## src/rtl/hr_init_pkg.sv

```systemverilog
// Package: shared types for the memory power-up sequencer.
// Assumes nothing beyond IEEE 1800-2017 enums.
package hr_init_pkg;

    // Sequencer phases, in the order they are visited
    typedef enum logic [2:0] {
        ST_SETTLE    = 3'd0,
        ST_ISSUE     = 3'd1,
        ST_WAIT_BUSY = 3'd2,
        ST_DRAIN     = 3'd3,
        ST_DONE      = 3'd4
    } seq_state_t;

    localparam int LAT_LANES = 2;   // lane 0: single latency, lane 1: doubled

endpackage

```

## src/rtl/hr_init_settle_timer.sv

```systemverilog
// Module: settle timer.
// Counts core clock edges after reset release and flags when the settling
// interval has elapsed. Saturates at the limit, so the flag stays high until
// the next reset. Assumes WAIT_CYCLES >= 1.
module hr_init_settle_timer #(
    parameter int WAIT_CYCLES = 15000
) (
    input  logic clk,
    input  logic rst_n,
    output logic expired_o
);
    localparam int CNT_W = $clog2(WAIT_CYCLES + 1);
    localparam logic [CNT_W-1:0] LIMIT = CNT_W'(WAIT_CYCLES);

    logic [CNT_W-1:0] cnt_q;

    // Purpose: saturating edge counter, cleared by reset
    always_ff @(posedge clk) begin
        if (!rst_n) begin
            cnt_q <= '0;
        end else if (cnt_q != LIMIT) begin
            cnt_q <= cnt_q + 1'b1;
        end
    end

    assign expired_o = (cnt_q == LIMIT);

    // once elapsed, the interval stays elapsed until reset
    assert_expire_sticky_R2: assert property (@(posedge clk) disable iff (!rst_n)
        expired_o |=> expired_o);

endmodule

```

## src/rtl/hr_init_cfg_fsm.sv

```systemverilog
// Module: configuration sequencer FSM.
// Waits for the settle timer, samples the mode strap once, optionally issues
// a single write request and tracks the controller's busy until the write
// has drained. Assumes the controller raises busy within a few cycles of an
// accepted request and eventually lowers it.
module hr_init_cfg_fsm
    import hr_init_pkg::*;
(
    input  logic clk,
    input  logic rst_n,
    input  logic expired_i,
    input  logic fast_i,
    input  logic busy_i,
    output logic req_o,
    output logic apply_o,
    output logic done_o
);
    seq_state_t state_q, state_d;

    // Purpose: next-phase selection
    always_comb begin
        state_d = state_q;
        unique case (state_q)
            ST_SETTLE:    if (expired_i) state_d = fast_i ? ST_ISSUE : ST_DONE;
            ST_ISSUE:     if (!busy_i)   state_d = ST_WAIT_BUSY;
            ST_WAIT_BUSY: if (busy_i)    state_d = ST_DRAIN;
            ST_DRAIN:     if (!busy_i)   state_d = ST_DONE;
            ST_DONE:                     state_d = ST_DONE;
            default:                     state_d = ST_SETTLE;
        endcase
    end

    // Purpose: phase register
    always_ff @(posedge clk) begin
        if (!rst_n) begin
            state_q <= ST_SETTLE;
        end else begin
            state_q <= state_d;
        end
    end

    assign req_o   = (state_q == ST_ISSUE) && !busy_i;
    assign apply_o = (state_q == ST_DRAIN) && !busy_i;
    assign done_o  = (state_q == ST_DONE);

    // no request before settling has elapsed
    assert_req_after_settle_R2: assert property (@(posedge clk) disable iff (!rst_n)
        req_o |-> expired_i);
    // a request lasts a single cycle
    assert_single_req_R4: assert property (@(posedge clk) disable iff (!rst_n)
        req_o |=> !req_o);
    // done is sticky and no request follows it
    assert_done_sticky_R8: assert property (@(posedge clk) disable iff (!rst_n)
        done_o |=> done_o);
    assert_no_req_when_done_R8: assert property (@(posedge clk) disable iff (!rst_n)
        done_o |-> !req_o);

endmodule

```

## src/rtl/hr_init_lat_reg.sv

```systemverilog
// Module: latency count register.
// Holds the controller's latency counts, one lane per latency kind. Loads
// the default pair on reset and the fast pair on an apply pulse. Assumes
// apply is pulsed at most once per reset.
module hr_init_lat_reg
    import hr_init_pkg::*;
#(
    parameter logic [7:0] DEF_1X  = 8'h12,
    parameter logic [7:0] DEF_2X  = 8'h16,
    parameter logic [7:0] FAST_1X = 8'h04,
    parameter logic [7:0] FAST_2X = 8'h0A
) (
    input  logic       clk,
    input  logic       rst_n,
    input  logic       apply_i,
    output logic [7:0] lat_1x_o,
    output logic [7:0] lat_2x_o
);
    localparam logic [7:0] DEF_V  [LAT_LANES] = '{DEF_1X, DEF_2X};
    localparam logic [7:0] FAST_V [LAT_LANES] = '{FAST_1X, FAST_2X};

    logic [7:0] lat_q [LAT_LANES];

    for (genvar g = 0; g < LAT_LANES; g++) begin : g_lane
        // Purpose: per-lane latency value, default on reset, fast on apply
        always_ff @(posedge clk) begin
            if (!rst_n) begin
                lat_q[g] <= DEF_V[g];
            end else if (apply_i) begin
                lat_q[g] <= FAST_V[g];
            end
        end
    end

    assign lat_1x_o = lat_q[0];
    assign lat_2x_o = lat_q[1];

    // the pair is always either the default or the fast setting
    assert_lat_pair_R6: assert property (@(posedge clk) disable iff (!rst_n)
        (lat_1x_o == DEF_1X && lat_2x_o == DEF_2X) ||
        (lat_1x_o == FAST_1X && lat_2x_o == FAST_2X));

endmodule

```

## src/rtl/hr_init_seq.sv

```systemverilog
// Module: memory power-up latency sequencer (top).
// Holds the memory in reset, waits the settling interval, optionally writes
// configuration register 0 for short latency, and switches the controller's
// latency counts in step with that write. Assumes one controller that
// accepts a one-cycle request while not busy.
module hr_init_seq #(
    parameter int          CLK_HZ    = 100_000_000,
    parameter int          SETTLE_US = 150,
    parameter logic [31:0] CFG_ADDR  = 32'h0000_0800,
    parameter logic [31:0] CFG_VALUE = 32'h8FE4_0000,
    parameter logic [7:0]  DEF_1X    = 8'h12,
    parameter logic [7:0]  DEF_2X    = 8'h16,
    parameter logic [7:0]  FAST_1X   = 8'h04,
    parameter logic [7:0]  FAST_2X   = 8'h0A
) (
    input  logic        clk,
    input  logic        rst_n,
    input  logic        fast_mode,
    output logic        mem_rst_n,
    output logic        cfg_wr_req,
    output logic        cfg_reg_sel,
    output logic [31:0] cfg_addr,
    output logic [31:0] cfg_wr_data,
    output logic [3:0]  cfg_byte_en,
    input  logic        cfg_busy,
    output logic [7:0]  lat_1x,
    output logic [7:0]  lat_2x,
    output logic        done
);
    localparam int WAIT_CYCLES = (CLK_HZ / 1_000_000) * SETTLE_US;

    logic expired;
    logic apply;

    hr_init_settle_timer #(.WAIT_CYCLES(WAIT_CYCLES)) u_timer (
        .clk       (clk),
        .rst_n     (rst_n),
        .expired_o (expired)
    );

    hr_init_cfg_fsm u_fsm (
        .clk       (clk),
        .rst_n     (rst_n),
        .expired_i (expired),
        .fast_i    (fast_mode),
        .busy_i    (cfg_busy),
        .req_o     (cfg_wr_req),
        .apply_o   (apply),
        .done_o    (done)
    );

    hr_init_lat_reg #(
        .DEF_1X (DEF_1X), .DEF_2X (DEF_2X),
        .FAST_1X(FAST_1X), .FAST_2X(FAST_2X)
    ) u_lat (
        .clk      (clk),
        .rst_n    (rst_n),
        .apply_i  (apply),
        .lat_1x_o (lat_1x),
        .lat_2x_o (lat_2x)
    );

    // Purpose: memory reset follows the block reset without delay
    assign mem_rst_n = rst_n;

    // Purpose: request payload, driven only while the request is up
    assign cfg_reg_sel = cfg_wr_req;
    assign cfg_addr    = cfg_wr_req ? CFG_ADDR  : 32'h0;
    assign cfg_wr_data = cfg_wr_req ? CFG_VALUE : 32'h0;
    assign cfg_byte_en = cfg_wr_req ? 4'hF      : 4'h0;

    // latency outputs move only in the cycle done rises
    assert_lat_moves_with_done_R7: assert property (@(posedge clk) disable iff (!rst_n)
        (!$stable(lat_1x) || !$stable(lat_2x)) |-> $rose(done));

endmodule

```

## config.mk

```make
export PLATFORM = sky130hd
export DESIGN_NAME = hr_init_seq
export DESIGN_NICKNAME = d
export VERILOG_FILES = /design/src/rtl/hr_init_pkg.sv /design/src/rtl/hr_init_settle_timer.sv /design/src/rtl/hr_init_cfg_fsm.sv /design/src/rtl/hr_init_lat_reg.sv /design/src/rtl/hr_init_seq.sv
export SDC_FILE = /design/constraint.sdc
export NUM_CORES = 1
export LEC_CHECK = 0
export BUFFER_PORTS_ARGS = -buffer_cell sky130_fd_sc_hd__buf_2
export CORE_MARGIN = 2
export CORE_UTILIZATION = 48
export CTS_CLUSTER_SIZE = 40
export DETAILED_ROUTE_END_ITERATION = 8
export PLACE_DENSITY = 0.86
export SLEW_MARGIN = 20
export SYNTH_ARGS = -nofsm -noshare
export SYNTH_HDL_FRONTEND = slang
export SYNTH_SLANG_ARGS = --single-unit
```

## constraint.sdc

```tcl
create_clock -name clk -period 3.1 [get_ports clk]
set_input_delay 0.465 -clock clk [delete_from_list [all_inputs] [get_ports clk]]
set_output_delay 0.465 -clock clk [all_outputs]
set_load 0.01 [all_outputs]
```

==> results.yml, run 1 <==
outcome:
  status: "finished, final reports clean"
floorplanning:
  rows: 21
  die_w_um: 62.50
  coreArea_um2: 3311
  dieArea_um2: 3906
  fp.dieH_um: 62.50
  ioPinCount: 92
  start_util_pct: 49.62
worst_setup_path:
  critical_path.top_delay_family: "flip-flops"
  crit_path_end_kind: "output pin"
  cp.arrival_ns: 1.51
  required_ns: 2.63
  crit_path_start_kind: "flop"
  timing.rr.start: "u_timer.cnt_q[0]"
  critPathKind: "reg -> out"
  path_buf_inv: 2
  path_cells: "nor2b_1 > nor3b_1 > buf_4 > buf_2"
  crit_slowest_cell: "dfxtp_1"
  r2r_cells: 5
  cpPeakStageDelay_ns: 0.44
  regToRegEndpoint: "u_fsm.state_q[2]"
  reg2reg_setup_slack_ns: 1.60
  path_depth: 4
  crit_fanout: 16
placement:
  placed_cells: 247
  numPortBuffers: 27
  gp_congestion: 0.8180
  dpl.hpwl_um: 1707
layout:
  layout_commonest_cell: "conb_1"
  stdcell_count: 251
  fin_nets: 212
  area_delta_synth_final_pct: -10.59
  drive_above_1_share_pct: 18.05
  layout_common_cells: "64 x conb_1, 27 x buf_2, 19 x dfxtp_1"
  n_antenna_cell: 0
logic_synthesis:
  synthTopCellsByArea: "buf_4 37%, dfxtp_1 23%, mux2i_1 3.7%"
  yosys.area.top_type: "buf_4"
  ys_seq_area_share_pct: 26.81
  synth-edff-count: 2
  yosysTopAreaCellShare_pct: 37.47
  avgSynthCellArea_um2: 8.382
  synthArstFlopShare_pct: 0
  synth_flop_cell: "dfxtp_1"
  yosysUniqueCellTypes: 35
  synth_warnings: 0
  ys_ff_latch: 21
  netlist_instances: 196
  synth_area_um2: 1643
sta:
  tns_ns: 0
  timing.fmax_mhz: 506.2
  rsz0062_at_grt: "no"
  drv_slew: 0
  fin_crit_ns: 1.975
  clock_skew_ns: 0.003604
  setup_viol: 0
  finalHoldViolations: 0
  fin_crit_sh_pct: 63.72
flow_run:
  drv_cap: 0
drt:
  ant_nets: 0
  vias: 1056
  drt_iter0_drc: 21
  wirelength_um: 2145
  dr.pass1.iters: 4
  drcViolationCount: 0
  wl_per_cell_um: 8.546
  via_per_inst: 4.207
worst_hold_path:
  hold_end: "u_lat.lat_q[1][1]"
  hold_start: "u_lat.lat_q[1][1]"
  hold_class: "reg -> reg"
  holdPathStages: 2
clock_tree:
  cts-root-buf: "clkbuf_4"
  cts_buffers: 3
  insertion_delay_ns: 0.31
  cts_tree: "yes"
  clock_sinks: 21
  clockBufferDepth: 2
  cts.reportedPaths.clkPinSlew_ns: 0.12
  post_cts_resized: 0
  cts_setup_buffers: 0
  ctsHoldBuffers: 0
  htreeDepth: 1
power:
  p_per_area_nw_per_um2: 327.0
  pwr-share-seq_pct: 58.9
  p_switching_w: 0.0001441
  peakVddDrop_mv: 0.1609
  p_sw_share_pct: 30.00
  p_leak_nw: 0.7290
  power_frac_comb_pct: 12.7
  pwr-share-clk_pct: 28.4
  p_int_w: 0.0003362
grt:
  grt_pass1_wl_um: 3422
  grt_use_total_pct: 10.63
  grt_pass1_vias: 782
  antenna_found_initial: 0
  grt_max_degree: 19
  grt-ovfl-total: 0
[logic make-up (layout without fill, tap and decap cells)]
logic type	after synthesis	after routing	share of synthesized area (%)
buffers and inverters	94	41	40.67
and+or+nand+nor	51	51	18.66
DFF	21	21	26.81
AOI/OAI and AO/OA	17	17	6.626
muxes	6	6	3.656
xor gates and xnor gates	3	3	1.600
adders and majority gates	2	2	1.523
other	2	64	0.4571
[power by group through the flow]
stage	clock network, W	registers (W)	logic, W
global route	0.000151	0.000284	0.0000683
CTS	0.000139	0.000283	0.0000600
finish	0.000136	0.000283	0.0000611
global placement	0	0.000289	0.0000588
detailed placement	0	0.000289	0.0000599
floorplan	0	0.000289	0.000111
[worst max path at each step]
| stage | from | endpoint | slack (ns) |
|---|---|---|---|
| floorplan | cfg_busy | cfg_addr[11] | 0.61 |
| global placement | cfg_busy | cfg_wr_data[31] | 1.36 |
| detailed placement | cfg_busy | cfg_wr_req | 1.33 |
| CTS | u_fsm.state_q[0] | cfg_wr_req | 1.09 |
| global route | u_fsm.state_q[0] | cfg_wr_req | 0.94 |
| finish | u_fsm.state_q[0] | cfg_wr_req | 1.12 |
[tightest hold or removal path, stage by stage, from the launching register on]
cell and delay [ns]:
dfxtp_1 0.34, inv_1 0.05, o21ai_0 0.07
[synth_stat cells (2+ instances only)]
master,instances
xor2_1,2
inv_1,8
nor4_1,3
nand3_1,4
ha_1,2
nor3_1,2
nor2_1,6
a21oi_1,6
or3_1,4
clkbuf_1,2
nand2b_1,5
nand2_1,14
edfxtp_1,2
nand4bb_1,2
dfxtp_1,19
buf_4,82
o21ai_0,3
o31ai_1,4
mux2i_1,6
conb_1,2
or4_1,4
[layout make-up]
class	count	area [um^2]
Multi-Input combinational cell	143	767.0
Clock buffer	3	22.52
Inverter	9	33.78
Sequential cell	21	440.4
Tap cell	46	57.56
Clock inverter	1	5.005
Fill cell	338	1842
Timing Repair Buffer	28	142.6
[registers in the layout, summed over array words and instances (netlist names)]
name and flops:
u_lat.lat_q 4, u_fsm.state_q 3, u_timer.cnt_q 14
[per-layer routing]
| metal | wire, um | GRT usage [%] |
|---|---|---|
| met5 | 0 | 0 |
| met4 | 63 | 7.778 |
| met2 | 1098 | 19.35 |
| met1 | 832 | 11.65 |
| met3 | 151 | 0.5405 |
[per-stage QoR]
| stage | worst slack, ns | hold WS (ns) | util, % | cell area, um^2 | total power, W |
|---|---|---|---|---|---|
| floorplan | 0.6075 | 0.4518 | - | 1876 | 0.0004005 |
| global placement | 1.363 | 0.4633 | 43.54 | 1441 | 0.0003477 |
| detailed placement | 1.328 | 0.4684 | 43.54 | 1441 | 0.0003489 |
| CTS | 1.086 | 0.4892 | 44.37 | 1469 | 0.0004819 |
| global route | 0.9353 | 0.5044 | 44.37 | 1469 | 0.0005029 |
| finish | 1.125 | 0.4916 | 44.37 | 1469 | 0.0004803 |
No activity file was read; power rests on OpenSTA's default activity.
==> run 2, diff against run 1 <==
- CORE_UTILIZATION: 48 -> 40
- PLACE_DENSITY: 0.86 -> 0.76
- clock period: 3.1 -> 1.8 ns (I/O delays scaled with it)
==> run 2 against run 1 <==
  * Routed wire length increased by 3.5%
  * Combinational power increased by 78%
  * Total power increased by 87%
  * Hold slack got worse by 0.20 ns
  * Via count decreased by 0.85%
  * Design area increased by 2.6%
  * First-iteration DRC count increased to 2.6 times the previous value
  * Largest power group unchanged
==> results.yml, run 2 (same netlist as run 1, synthesis figures left out) <==
outcome:
  status: "finished, final reports clean"
floorplanning:
  rows: 23
  ioPinCount: 92
  start_util_pct: 41.37
  dieArea_um2: 4636
  die_w_um: 68.09
  fp.dieH_um: 68.09
  coreArea_um2: 3971
worst_setup_path:
  crit_fanout: 16
  regToRegEndpoint: "u_timer.cnt_q[0]"
  path_buf_inv: 2
  r2r_cells: 5
  required_ns: 1.53
  critPathKind: "reg -> out"
  timing.rr.start: "u_timer.cnt_q[0]"
  reg2reg_setup_slack_ns: 0.27
  crit_path_start_kind: "flop"
  crit_path_end_kind: "output pin"
  cp.arrival_ns: 1.33
  crit_slowest_cell: "dfxtp_2"
  cpPeakStageDelay_ns: 0.38
  path_cells: "nor2b_1 > nor3b_2 > buf_4 > buf_2"
  critical_path.top_delay_family: "flip-flops"
layout:
  utilization_pct: 37.93
  nFillCells: 423
  layout_common_cells: "64 x conb_1, 27 x buf_2, 18 x dfxtp_1"
  n_antenna_cell: 0
  layout_commonest_cell: "conb_1"
  largest-register: "u_timer.cnt_q"
  drive_above_1_share_pct: 19.42
  stdcell_count: 256
  finalInstanceArea_um2: 1506
  largest_reg_flops: 14
  reg.largest.list: "u_timer.cnt_q: 14 flops, u_lat.lat_q: 4 flops, u_fsm.state_q: 3 flops"
  fin_nets: 213
  area_delta_synth_final_pct: -8.302
sta:
  tns_ns: 0
  timing.fmax_mhz: 625.3
  finalHoldViolations: 0
  clock_skew_ns: 0.004916
  drv_slew: 0
  setup_viol: 0
  rsz0062_at_grt: "no"
  final.setup.worst_slack_ns: 0.2008
  fin_crit_sh_pct: 88.84
  fin_crit_ns: 1.599
placement:
  place_area_um2: 1459
  placed_cells: 252
  dpl.hpwl_um: 1763
  numPortBuffers: 27
  gp_congestion: 0.8323
  place_ws_ns: 0.2588
worst_hold_path:
  hold_start: "rst_n"
  hold_class: "in -> reg"
  holdPathStages: 2
  hold_end: "u_lat.lat_q[1][1]"
clock_tree:
  cts_setup_buffers: 0
  cts_tree: "yes"
  cts-root-buf: "clkbuf_8"
  htreeDepth: 1
  clock_sinks: 21
  cts.reportedPaths.clkPinSlew_ns: 0.08
  insertion_delay_ns: 0.26
  cts_buffers: 3
  clockBufferDepth: 2
power:
  peakVddDrop_mv: 0.2558
  p_per_area_nw_per_um2: 597.1
  p_leak_nw: 0.7468
grt:
  grt_max_degree: 17
  grt_pass1_wl_um: 3201
  grt_pass1_vias: 729
  antenna_found_initial: 0
  grt_use_total_pct: 9.203
  grt-ovfl-total: 0
flow_run:
  drv_cap: 0
drt:
  dr.pass1.iters: 4
  wirelength_um: 2221
  vias: 1047
  via_per_inst: 4.090
  wl_per_cell_um: 8.676
  ant_nets: 0
  drcViolationCount: 0
  drt_iter0_drc: 54
[run 2: cell types whose count changed in the layout (fill, tap and decap cells not counted), sizes merged]
cell	change
buf	+1
[run 2: how the worst max path moves through the flow]
stage | from | endpoint | slack, ns | cells after the start
2_1_floorplan | u_fsm.state_q[0] | cfg_addr[11] | 0.06 | 3
3_3_place_gp | u_timer.cnt_q[0] | u_timer.cnt_q[0] | 0.32 | 5
3_5_place_dp | u_timer.cnt_q[0] | u_timer.cnt_q[0] | 0.26 | 5
4_1_cts | u_fsm.state_q[0] | cfg_wr_data[31] | 0.12 | 4
5_1_grt | u_fsm.state_q[0] | cfg_byte_en[0] | 0.04 | 4
6_report | u_fsm.state_q[0] | cfg_wr_data[31] | 0.20 | 4
[run 2: area by class of cell]
type / instances / area [um^2] / area share, %
Clock buffer: 3 / 41.29 / 2.741
Timing Repair Buffer: 29 / 150.1 / 9.967
Multi-Input combinational cell: 143 / 772.0 / 51.25
Tap cell: 50 / 62.56 / 4.153
Sequential cell: 21 / 441.7 / 29.32
Inverter: 9 / 33.78 / 2.243
Clock inverter: 1 / 5.005 / 0.3322
[run 2: layer usage]
metal	global-route usage, %	wire length, um	share of wire [%]
met3	3.947	239	11
met5	0	0	0
met4	3.750	29	1.3
met2	14.44	1000	45
met1	11.00	952	43
[run 2: worst reg2reg max path: stages (launching register included)]
cell	delay [ns]
dfxtp_1	0.35
inv_1	0.08
ha_1	0.16
nand4bb_1	0.16
nor4_4	0.47
mux2i_1	0.24
[run 2: power by group]
| group | total (W) | leakage, nW | internal, W | switching (W) |
|---|---|---|---|---|
| sequential | 0.000487 | 0.174 | 0.000479 | 0.00000774 |
| clock | 0.000304 | 0.0255 | 0.000154 | 0.000150 |
| combinational | 0.000109 | 0.548 | 0.0000185 | 0.0000903 |
| total | 0.000899 | 0.747 | 0.000652 | 0.000248 |
[run 2: repair_timing]
action,CTS,global route
endpoints found under the setup margin,0,16
endpoints found under the hold margin,0,0
hold buffers,0,0
resized for setup,0,1
[run 2: stage by stage]
stage / total power (W) / hold slack (ns)
floorplan: 0.0006897 / 0.4121
global placement: 0.0006013 / 0.4576
detailed placement: 0.0006047 / 0.4736
CTS: 0.0009092 / 0.2852
global route: 0.0009496 / 0.2922
finish: 0.0008995 / 0.2892
